<file path="src/rtl/hzd_pkg.sv">
package hzd_pkg;
  localparam int unsigned REG_COUNT = 16;
  localparam int unsigned REG_IDX_W = $clog2(REG_COUNT);

  typedef enum logic [1:0] {
    KIND_ALU  = 2'd0,
    KIND_MUL  = 2'd1,
    KIND_DIV  = 2'd2,
    KIND_LOAD = 2'd3
  } prod_kind_e;

  typedef enum logic [1:0] {
    SRC_RF  = 2'd0,
    SRC_ADD = 2'd1,
    SRC_MUL = 2'd2,
    SRC_DIV = 2'd3
  } opnd_sel_e;
endpackage

</file>
<file path="src/rtl/hzd_stage_cmp.sv">
// One in-flight stage seen from one source operand: does it write the
// register, and could it hand over the value at the end of this cycle?
module hzd_stage_cmp #(
  parameter int unsigned IDX_W     = hzd_pkg::REG_IDX_W,
  parameter int unsigned STAGE_POS = 0,
  parameter int unsigned ADD_POS   = 0,
  parameter int unsigned MUL_POS   = 1,
  parameter int unsigned DIV_POS   = 2
) (
  input  logic             valid_i,
  input  logic             wen_i,
  input  logic [IDX_W-1:0] dest_i,
  input  logic [1:0]       kind_i,
  input  logic [IDX_W-1:0] src_i,
  output logic             hit_o,
  output logic             fwd_ok_o,
  output logic [1:0]       fwd_sel_o
);
  import hzd_pkg::*;

  always_comb begin
    hit_o     = valid_i && wen_i && (dest_i == src_i);
    fwd_ok_o  = 1'b0;
    fwd_sel_o = SRC_RF;
    // A value exists on a bypass path only in the stage that computes it.
    if (STAGE_POS == ADD_POS && kind_i == KIND_ALU) begin
      fwd_ok_o  = 1'b1;
      fwd_sel_o = SRC_ADD;
    end
    if (STAGE_POS == MUL_POS && kind_i == KIND_MUL) begin
      fwd_ok_o  = 1'b1;
      fwd_sel_o = SRC_MUL;
    end
    if (STAGE_POS == DIV_POS && kind_i == KIND_DIV) begin
      fwd_ok_o  = 1'b1;
      fwd_sel_o = SRC_DIV;
    end
  end

  always_comb begin
    if (fwd_ok_o) begin
      AST_FWD_KIND_MATCH: assert (kind_i != KIND_LOAD)
        else $error("load result offered for bypass");
    end
  end
endmodule

</file>
<file path="src/rtl/hzd_src_resolve.sv">
// Resolves one source operand against every in-flight stage, nearest first.
module hzd_src_resolve #(
  parameter int unsigned IDX_W      = hzd_pkg::REG_IDX_W,
  parameter int unsigned NUM_STAGES = 7,
  parameter int unsigned ADD_POS    = 0,
  parameter int unsigned MUL_POS    = 1,
  parameter int unsigned DIV_POS    = 2
) (
  input  logic                        use_i,
  input  logic [IDX_W-1:0]            src_i,
  input  logic [NUM_STAGES-1:0]       stg_valid_i,
  input  logic [NUM_STAGES-1:0]       stg_wen_i,
  input  logic [NUM_STAGES*IDX_W-1:0] stg_dest_i,
  input  logic [NUM_STAGES*2-1:0]     stg_kind_i,
  output logic                        ready_o,
  output logic [1:0]                  sel_o
);
  import hzd_pkg::*;

  logic [NUM_STAGES-1:0] hit;
  logic [NUM_STAGES-1:0] fwd_ok;
  logic [1:0]            fwd_sel [NUM_STAGES];

  for (genvar g = 0; g < NUM_STAGES; g++) begin : g_stage
    hzd_stage_cmp #(
      .IDX_W    (IDX_W),
      .STAGE_POS(g),
      .ADD_POS  (ADD_POS),
      .MUL_POS  (MUL_POS),
      .DIV_POS  (DIV_POS)
    ) u_cmp (
      .valid_i  (stg_valid_i[g]),
      .wen_i    (stg_wen_i[g]),
      .dest_i   (stg_dest_i[g*IDX_W +: IDX_W]),
      .kind_i   (stg_kind_i[g*2 +: 2]),
      .src_i    (src_i),
      .hit_o    (hit[g]),
      .fwd_ok_o (fwd_ok[g]),
      .fwd_sel_o(fwd_sel[g])
    );
  end

  always_comb begin
    logic found;
    found   = 1'b0;
    ready_o = 1'b1;
    sel_o   = SRC_RF;
    for (int i = 0; i < NUM_STAGES; i++) begin
      if (!found && hit[i]) begin
        found   = 1'b1;
        ready_o = fwd_ok[i];
        sel_o   = fwd_ok[i] ? fwd_sel[i] : SRC_RF;
      end
    end
    if (!use_i) begin
      ready_o = 1'b1;
      sel_o   = SRC_RF;
    end
  end

  always_comb begin
    if (use_i && sel_o != SRC_RF) begin
      AST_BYPASS_NEEDS_HIT: assert (|hit)
        else $error("bypass chosen with no matching producer");
    end
    if (!use_i) begin
      AST_UNUSED_READY: assert (ready_o && sel_o == SRC_RF)
        else $error("unused operand created a dependency");
    end
  end
endmodule

</file>
<file path="src/rtl/raw_hazard_ctrl.sv">
module raw_hazard_ctrl #(
  parameter int unsigned IDX_W      = hzd_pkg::REG_IDX_W,
  parameter int unsigned NUM_STAGES = 7,
  parameter int unsigned ADD_POS    = 0,
  parameter int unsigned MUL_POS    = 1,
  parameter int unsigned DIV_POS    = 2
) (
  input  logic                        rr_valid_i,
  input  logic [IDX_W-1:0]            rr_src_a_i,
  input  logic                        rr_use_a_i,
  input  logic [IDX_W-1:0]            rr_src_b_i,
  input  logic                        rr_use_b_i,
  input  logic [NUM_STAGES-1:0]       stg_valid_i,
  input  logic [NUM_STAGES-1:0]       stg_wen_i,
  input  logic [NUM_STAGES*IDX_W-1:0] stg_dest_i,
  input  logic [NUM_STAGES*2-1:0]     stg_kind_i,
  output logic                        stall_o,
  output logic [1:0]                  sel_a_o,
  output logic [1:0]                  sel_b_o
);
  import hzd_pkg::*;

  localparam int unsigned LAST_POS = NUM_STAGES - 1;
  localparam int unsigned NUM_OPND = 2;

  logic [NUM_OPND-1:0]  opnd_use;
  logic [IDX_W-1:0]     opnd_src [NUM_OPND];
  logic [NUM_OPND-1:0]  opnd_ready;
  logic [1:0]           opnd_sel [NUM_OPND];

  assign opnd_use    = {rr_use_b_i, rr_use_a_i};
  assign opnd_src[0] = rr_src_a_i;
  assign opnd_src[1] = rr_src_b_i;

  for (genvar o = 0; o < NUM_OPND; o++) begin : g_opnd
    hzd_src_resolve #(
      .IDX_W     (IDX_W),
      .NUM_STAGES(NUM_STAGES),
      .ADD_POS   (ADD_POS),
      .MUL_POS   (MUL_POS),
      .DIV_POS   (DIV_POS)
    ) u_res (
      .use_i      (opnd_use[o]),
      .src_i      (opnd_src[o]),
      .stg_valid_i(stg_valid_i),
      .stg_wen_i  (stg_wen_i),
      .stg_dest_i (stg_dest_i),
      .stg_kind_i (stg_kind_i),
      .ready_o    (opnd_ready[o]),
      .sel_o      (opnd_sel[o])
    );
  end

  // Both operands must be ready together; a bypassed value is not held.
  always_comb begin
    stall_o = rr_valid_i && !(&opnd_ready);
    sel_a_o = SRC_RF;
    sel_b_o = SRC_RF;
    if (rr_valid_i && !stall_o) begin
      sel_a_o = opnd_sel[0];
      sel_b_o = opnd_sel[1];
    end
  end

  always_comb begin
    if (!rr_valid_i) begin
      AST_IDLE_QUIET: assert (!stall_o && sel_a_o == SRC_RF && sel_b_o == SRC_RF)
        else $error("activity with empty register-read stage");
    end
    if (stall_o) begin
      AST_STALL_NO_SEL: assert (sel_a_o == SRC_RF && sel_b_o == SRC_RF)
        else $error("bypass select during stall");
    end
    if (rr_valid_i && rr_use_a_i && stg_valid_i[LAST_POS] && stg_wen_i[LAST_POS]
        && stg_dest_i[LAST_POS*IDX_W +: IDX_W] == rr_src_a_i) begin
      AST_NO_WB_SAME_READ: assert (stall_o || sel_a_o != SRC_RF)
        else $error("read of register under writeback");
    end
    if (sel_a_o == SRC_ADD) begin
      AST_ADD_SEL_SRC: assert (stg_valid_i[ADD_POS] && stg_wen_i[ADD_POS]
        && stg_dest_i[ADD_POS*IDX_W +: IDX_W] == rr_src_a_i
        && stg_kind_i[ADD_POS*2 +: 2] == KIND_ALU)
        else $error("add bypass without add-stage producer");
    end
  end
endmodule

</file>
<file path="config.mk">
export PLATFORM = sky130hd
export DESIGN_NAME = raw_hazard_ctrl
export DESIGN_NICKNAME = d
export VERILOG_FILES = /design/src/rtl/hzd_pkg.sv /design/src/rtl/hzd_stage_cmp.sv /design/src/rtl/hzd_src_resolve.sv /design/src/rtl/raw_hazard_ctrl.sv
export SDC_FILE = /design/constraint.sdc
export NUM_CORES = 1
export LEC_CHECK = 0
export ABC_AREA = 1
export BUFFER_PORTS_ARGS = -buffer_cell sky130_fd_sc_hd__buf_2
export CORE_MARGIN = 2
export CORE_UTILIZATION = 51
export DETAILED_ROUTE_END_ITERATION = 10
export PLACE_DENSITY_LB_ADDON = 0.3
export RECOVER_POWER = 100
export SLEW_MARGIN = 15
export SYNTH_ARGS = -nofsm -noshare
export SYNTH_HDL_FRONTEND = slang
export SYNTH_SLANG_ARGS = --single-unit
</file>
<file path="constraint.sdc">
create_clock -name vclk -period 8.6
set_clock_uncertainty 0.2 [all_clocks]
set_input_delay 2.58 -clock vclk [all_inputs]
set_output_delay 2.58 -clock vclk [all_outputs]
set_load 0.1 [all_outputs]
</file>
### After elaboration in Yosys (flattened, before gate mapping)

Index checks and enable logic that the tools add are counted.

* add/subtract/negate cells: 0
* $mul: 0
* divide/modulo/power cells: 0
* $lt $le $gt $ge: 0
* eq/ne operators: 16
* shifts and indexed selects: 0
* muxes and demuxes: 55
* bitwise operators: 0
* reductions and logical operators: 51

Operators with widths (number)
* 4-bit == test: 14
* 2-bit two-way mux: 22
* 1-bit logical AND: 35
* 1-bit two-way mux: 33
* 1-bit zero test: 14
* 2-bit by 1-bit == test with 1-bit output, second input constant: 1
* 2-bit == test, second input constant: 1
* 2-bit zero test: 1
* 2-bit AND reduction: 1

* flip-flop bits (word level): 0
* bits in latches: 0
* memory bits (writable): 0
* bits in read-only memories: 0
* bits of input ports: 67
* logic and storage cells: 122
* memories: 0

### Logic depth before layout (Yosys ltp)

* depth after elaboration: 28
* gate-level depth with buffers: 14

### Modules after synthesis

Synthesis repeated with hierarchy kept, for this count alone.

* cell total of the unflattened synthesis: 522
* area total of the unflattened synthesis: 2302.2 sq um

Modules (own cells, without submodules)
* hzd_stage_cmp (g_opnd[0].u_res.g_stage[3].u_cmp ...): instances 8, cells an instance 27, area an instance 117.6 sq um, sequential area each 0.0 sq um
* hzd_src_resolve: instances 2, cells an instance 66, area an instance 311.5 sq um, sequential area each 0.0 sq um
* hzd_stage_cmp (g_opnd[0].u_res.g_stage[0].u_cmp ...): instances 4, cells an instance 27, area an instance 113.9 sq um, sequential area each 0.0 sq um
* hzd_stage_cmp (g_opnd[0].u_res.g_stage[1].u_cmp ...): instances 2, cells an instance 28, area an instance 117.6 sq um, sequential area each 0.0 sq um
* raw_hazard_ctrl: instances 1, cells an instance 10, area an instance 47.5 sq um, sequential area each 0.0 sq um

### Worst setup path after synthesis

OpenSTA, ideal clock, no wires.

* path type: in2out
* start point: in rr_src_b_i[2]
* end point: out stall_o
* arrival time: 4.957 ns
* required time: 5.820 ns
* slack: 0.863 ns
* cell stages on the path: 10
* cell sequence: buf_4 > xor2_1 > nor2_4 > nand2_4 > nand3_1 > nor3_1 > nor2_2 > nand2_1 > nand2_2 > a21boi_1

* cells in the longest elaborated chain, start to end: 25
* elaborated cells on any way between the ends: 43
* those cells by class: eq/ne (7); mux (14); reduce/logical (22)

Ends and longest elaborated chain
* start, declared: line raw_hazard_ctrl.sv:11 `input logic [IDX_W-1:0] rr_src_b_i,`
* 4-bit == test: line hzd_stage_cmp.sv:22 `hit_o = valid_i && wen_i && (dest_i == src_i);`
* 1-bit logical AND: line hzd_stage_cmp.sv:22
* 1-bit two-way mux: line hzd_src_resolve.sv:49 `if (!found && hit[i]) begin`
* 1-bit zero test: line hzd_src_resolve.sv:49
* 1-bit logical AND: line hzd_src_resolve.sv:49
* 1-bit two-way mux: line hzd_src_resolve.sv:49
* 1-bit zero test: line hzd_src_resolve.sv:49
* 1-bit logical AND: line hzd_src_resolve.sv:49
* (+9 left out)
* 1-bit two-way mux: line hzd_src_resolve.sv:49
* 1-bit zero test: line hzd_src_resolve.sv:49
* 1-bit logical AND: line hzd_src_resolve.sv:49
* 1-bit two-way mux *: line hzd_src_resolve.sv:49
* 1-bit two-way mux *: line hzd_src_resolve.sv:55 `if (!use_i) begin`
* 2-bit AND reduction *: line raw_hazard_ctrl.sv:56 `stall_o = rr_valid_i && !(&opnd_ready);`
* 1-bit zero test *: line raw_hazard_ctrl.sv:56
* 1-bit logical AND *: line raw_hazard_ctrl.sv:56
* end, declared: line raw_hazard_ctrl.sv:17 `output logic stall_o,`

Mark *: on every way between the ends. The rest lies on a longest branch, timed or not.

### Final worst setup path

* start point: in rr_src_b_i[1]
* end point: out sel_a_o[0]

* cells in the longest elaborated chain, start to end: 28
* elaborated cells on any way between the ends: 46
* those cells by class: eq/ne (7); mux (15); reduce/logical (24)

Ends and longest elaborated chain
* 4-bit == test: line hzd_stage_cmp.sv:22
* 1-bit logical AND: line hzd_stage_cmp.sv:22
* 1-bit two-way mux: line hzd_src_resolve.sv:49
* 1-bit zero test: line hzd_src_resolve.sv:49
* 1-bit logical AND: line hzd_src_resolve.sv:49
* 1-bit two-way mux: line hzd_src_resolve.sv:49
* 1-bit zero test: line hzd_src_resolve.sv:49
* 1-bit logical AND: line hzd_src_resolve.sv:49
* (+12 left out)
* 1-bit two-way mux *: line hzd_src_resolve.sv:49
* 1-bit two-way mux *: line hzd_src_resolve.sv:55
* 2-bit AND reduction *: line raw_hazard_ctrl.sv:56
* 1-bit zero test *: line raw_hazard_ctrl.sv:56
* 1-bit logical AND *: line raw_hazard_ctrl.sv:56
* 1-bit zero test *: line raw_hazard_ctrl.sv:59 `if (rr_valid_i && !stall_o) begin`
* 1-bit logical AND *: line raw_hazard_ctrl.sv:59
* 2-bit two-way mux *: line raw_hazard_ctrl.sv:59
* end, declared: line raw_hazard_ctrl.sv:18 `output logic [1:0] sel_a_o,`

Marks and branches as above.

==> run_results.csv <==
group,metric,value,unit
status,status,"completed",
drt,wl_per_cell,10.0,um
global_route,antenna_found_initial,0,
synthesis,synth_warnings,0,
drt,drt_iter0_markers,38,
floorplan,io_pins,72,
finish,antenna_cells,0,
sta,timing.final.crit_share,88.4,%
setup_path,cp-start-kind,"primary input",
synthesis,muxShareOfSynthArea,0,%
place,hpwl,2960,um
drt,drc,0,
finish,finalInstanceArea,1590,sq um
floorplan,chipWidth,54.0,um
drt,final_antenna_net_count,0,
synthesis,synthCells,262,
place,place_area,1590,sq um
finish,fin_nets,390,
setup_path,crit_type,"primary input to output pin",
drt,drt-total-wl,3520,um
power,power_density,43.9,nW/um^2
synthesis,synth_area,1270,sq um
finish,n_clock_buffer,0,
finish,stdcell_count,351,
hold_path,hold_class,"primary input to output pin",
synthesis,synth_common_cells,"nand2_1 (90), nor2_1 (40), inv_1 (32)",
finish,register_area,0,sq um
floorplan,die_height,54.0,um
drt,vias,1692,
sta,rsz0062_at_grt,"no",
synthesis,synth_compound_area_share,8.45,%
power,ir_drop,0.0000246,V
drt,via_per_inst,4.82,
place,io_buffers,64,
finish,drive_gt1_share,27.7,%
synthesis,synth_area_leaders,"nand2_1 (27%), nor2_1 (12%), xnor2_1 (9.6%)",
sta,worstMarginPinSlew,1.16,ns
finish,syn_to_final_growth,24.6,%
sta,slew_headroom,22.9,%
global_route,grt_use_total,26.0,%
finish,flops_and_latches,0,
synthesis,synth_seq_area_share,0,%
synthesis,synth_top_area_share,26.5,%
clock_tree,post_cts_buffers,0,
synthesis,synthAdderAreaFrac,0,%
floorplan,core,2410,sq um
synthesis,yosys.area_share.simple,67.0,%
sta,finalSetupTns,0,ns
synthesis,yosysUniqueCellTypes,26,
floorplan,num_rows,18,
setup_path,required,5.82,ns
sta,clock.fmax,132,MHz
sta,min_period,7.60,ns
setup_path,worstPathArrival,4.82,ns
synthesis,synth_area_per_cell,4.86,sq um
global_route,grt_start_max_net_pins,14,
sta,setup_viol,0,
clock_tree,cts_resized,0,
global_route,grt.overflow.total,0,
sta,hold_viol_final,0,
finish,multi_input_area,1090,sq um
sta,worst_slack,0.998,ns
sta,holdWs,5.68,ns
drt,dr.pass1.iters,4,
place,place_ws,1.47,ns
synthesis,synth_top_area_cell,"nand2_1",
floorplan,initial_core_util,52.9,%
run,max_cap_viol_count,0,
global_route,grt_first_pass_wirelength,5800,um
synthesis,synth_top_family_by_area,"simple AND/OR/NAND/NOR gates",
synthesis,mappedNetlistNets,329,
clock_tree,ctsHoldBuffers,0,
global_route,grt_pass1_vias,1420,
power,p_leak,0.984,nW
synthesis,yosys.area_share.xor_xnor,10.3,%
place,gp_congestion,0.869,
finish,n_fill_cell,264,
floorplan,dieArea,2910,sq um
synthesis,synth.most_common_cell,"nand2_1",
sta,final_max_slew_viol_count,0,
setup_path,crit_path_max_fanout,9,
place,placed_cells,351,
setup_path,endpoint_kind,"output pin",
## critical path, stage by stage
cell      delay [ns]
buf_2           0.22
inv_2           0.10
nand2_1         0.07
nand2_1         0.05
nor2_1          0.10
nand4_1         0.14
and2_1          0.21
a21oi_1         0.14
nand2_1         0.07
nand2_2         0.07
nand3_2         0.09
nor2_1          0.10
clkbuf_1        0.87
## kinds of logic after synthesis
group | count (synthesis)
AND/OR/NAND/NOR | 184
buffers and inverters | 43
AO/OA/AOI/OAI | 20
XOR/XNOR | 15
## final timing paths
kind                     startpoint  cells after the start    endpoint  slack [ns]
worst max-delay path  rr_src_b_i[1]                     13  sel_a_o[0]         1.0
worst min-delay path     rr_valid_i                      3     stall_o        5.68
## layout make-up
cell class                      count  area share, %
Multi-Input combinational cell    219           68.8
Timing Repair Buffer               64           19.8
Inverter                           38           8.99
Tap cell                           30           2.37
## routing by layer
layer  up-vias  track usage [%]  wire [um]
li1        927                -          -
met1       701             34.3       1540
met2        60             49.0       1700
met3         4            0.278        251
met4         0             1.25         33
met5         -                0          0
## where the power goes
group | switching (mW) | internal [mW]
combinational | 0.0420 | 0.0277
clock | 0 | 0
sequential | 0 | 0
total | 0.0420 | 0.0277
## stage by stage
stage / power, mW / utilization, %
CTS: 0.0699 / 66.1
global route: 0.0791 / 65.8
finish: 0.0697 / 65.8
global placement: 0.0684 / 66.1
detailed placement: 0.0697 / 66.1
floorplan: 0.0457 / -
## layout by cell type, fill, tap and decap left out, drive strengths merged
master,synthesis,layout
nand2,100,100
buf,5,59
nor2,46,46
inv,38,38
nand3,27,27
xnor2,14,14
o21ai,13,13
nand4,6,6
clkbuf,0,5
a21oi,3,3
nor3,2,2
o22ai,2,2
a21boi,2,2
nand3b,1,1
xor2,1,1
and2,1,1
or2,1,1
Note: power is estimated with default switching activity, not from simulation.
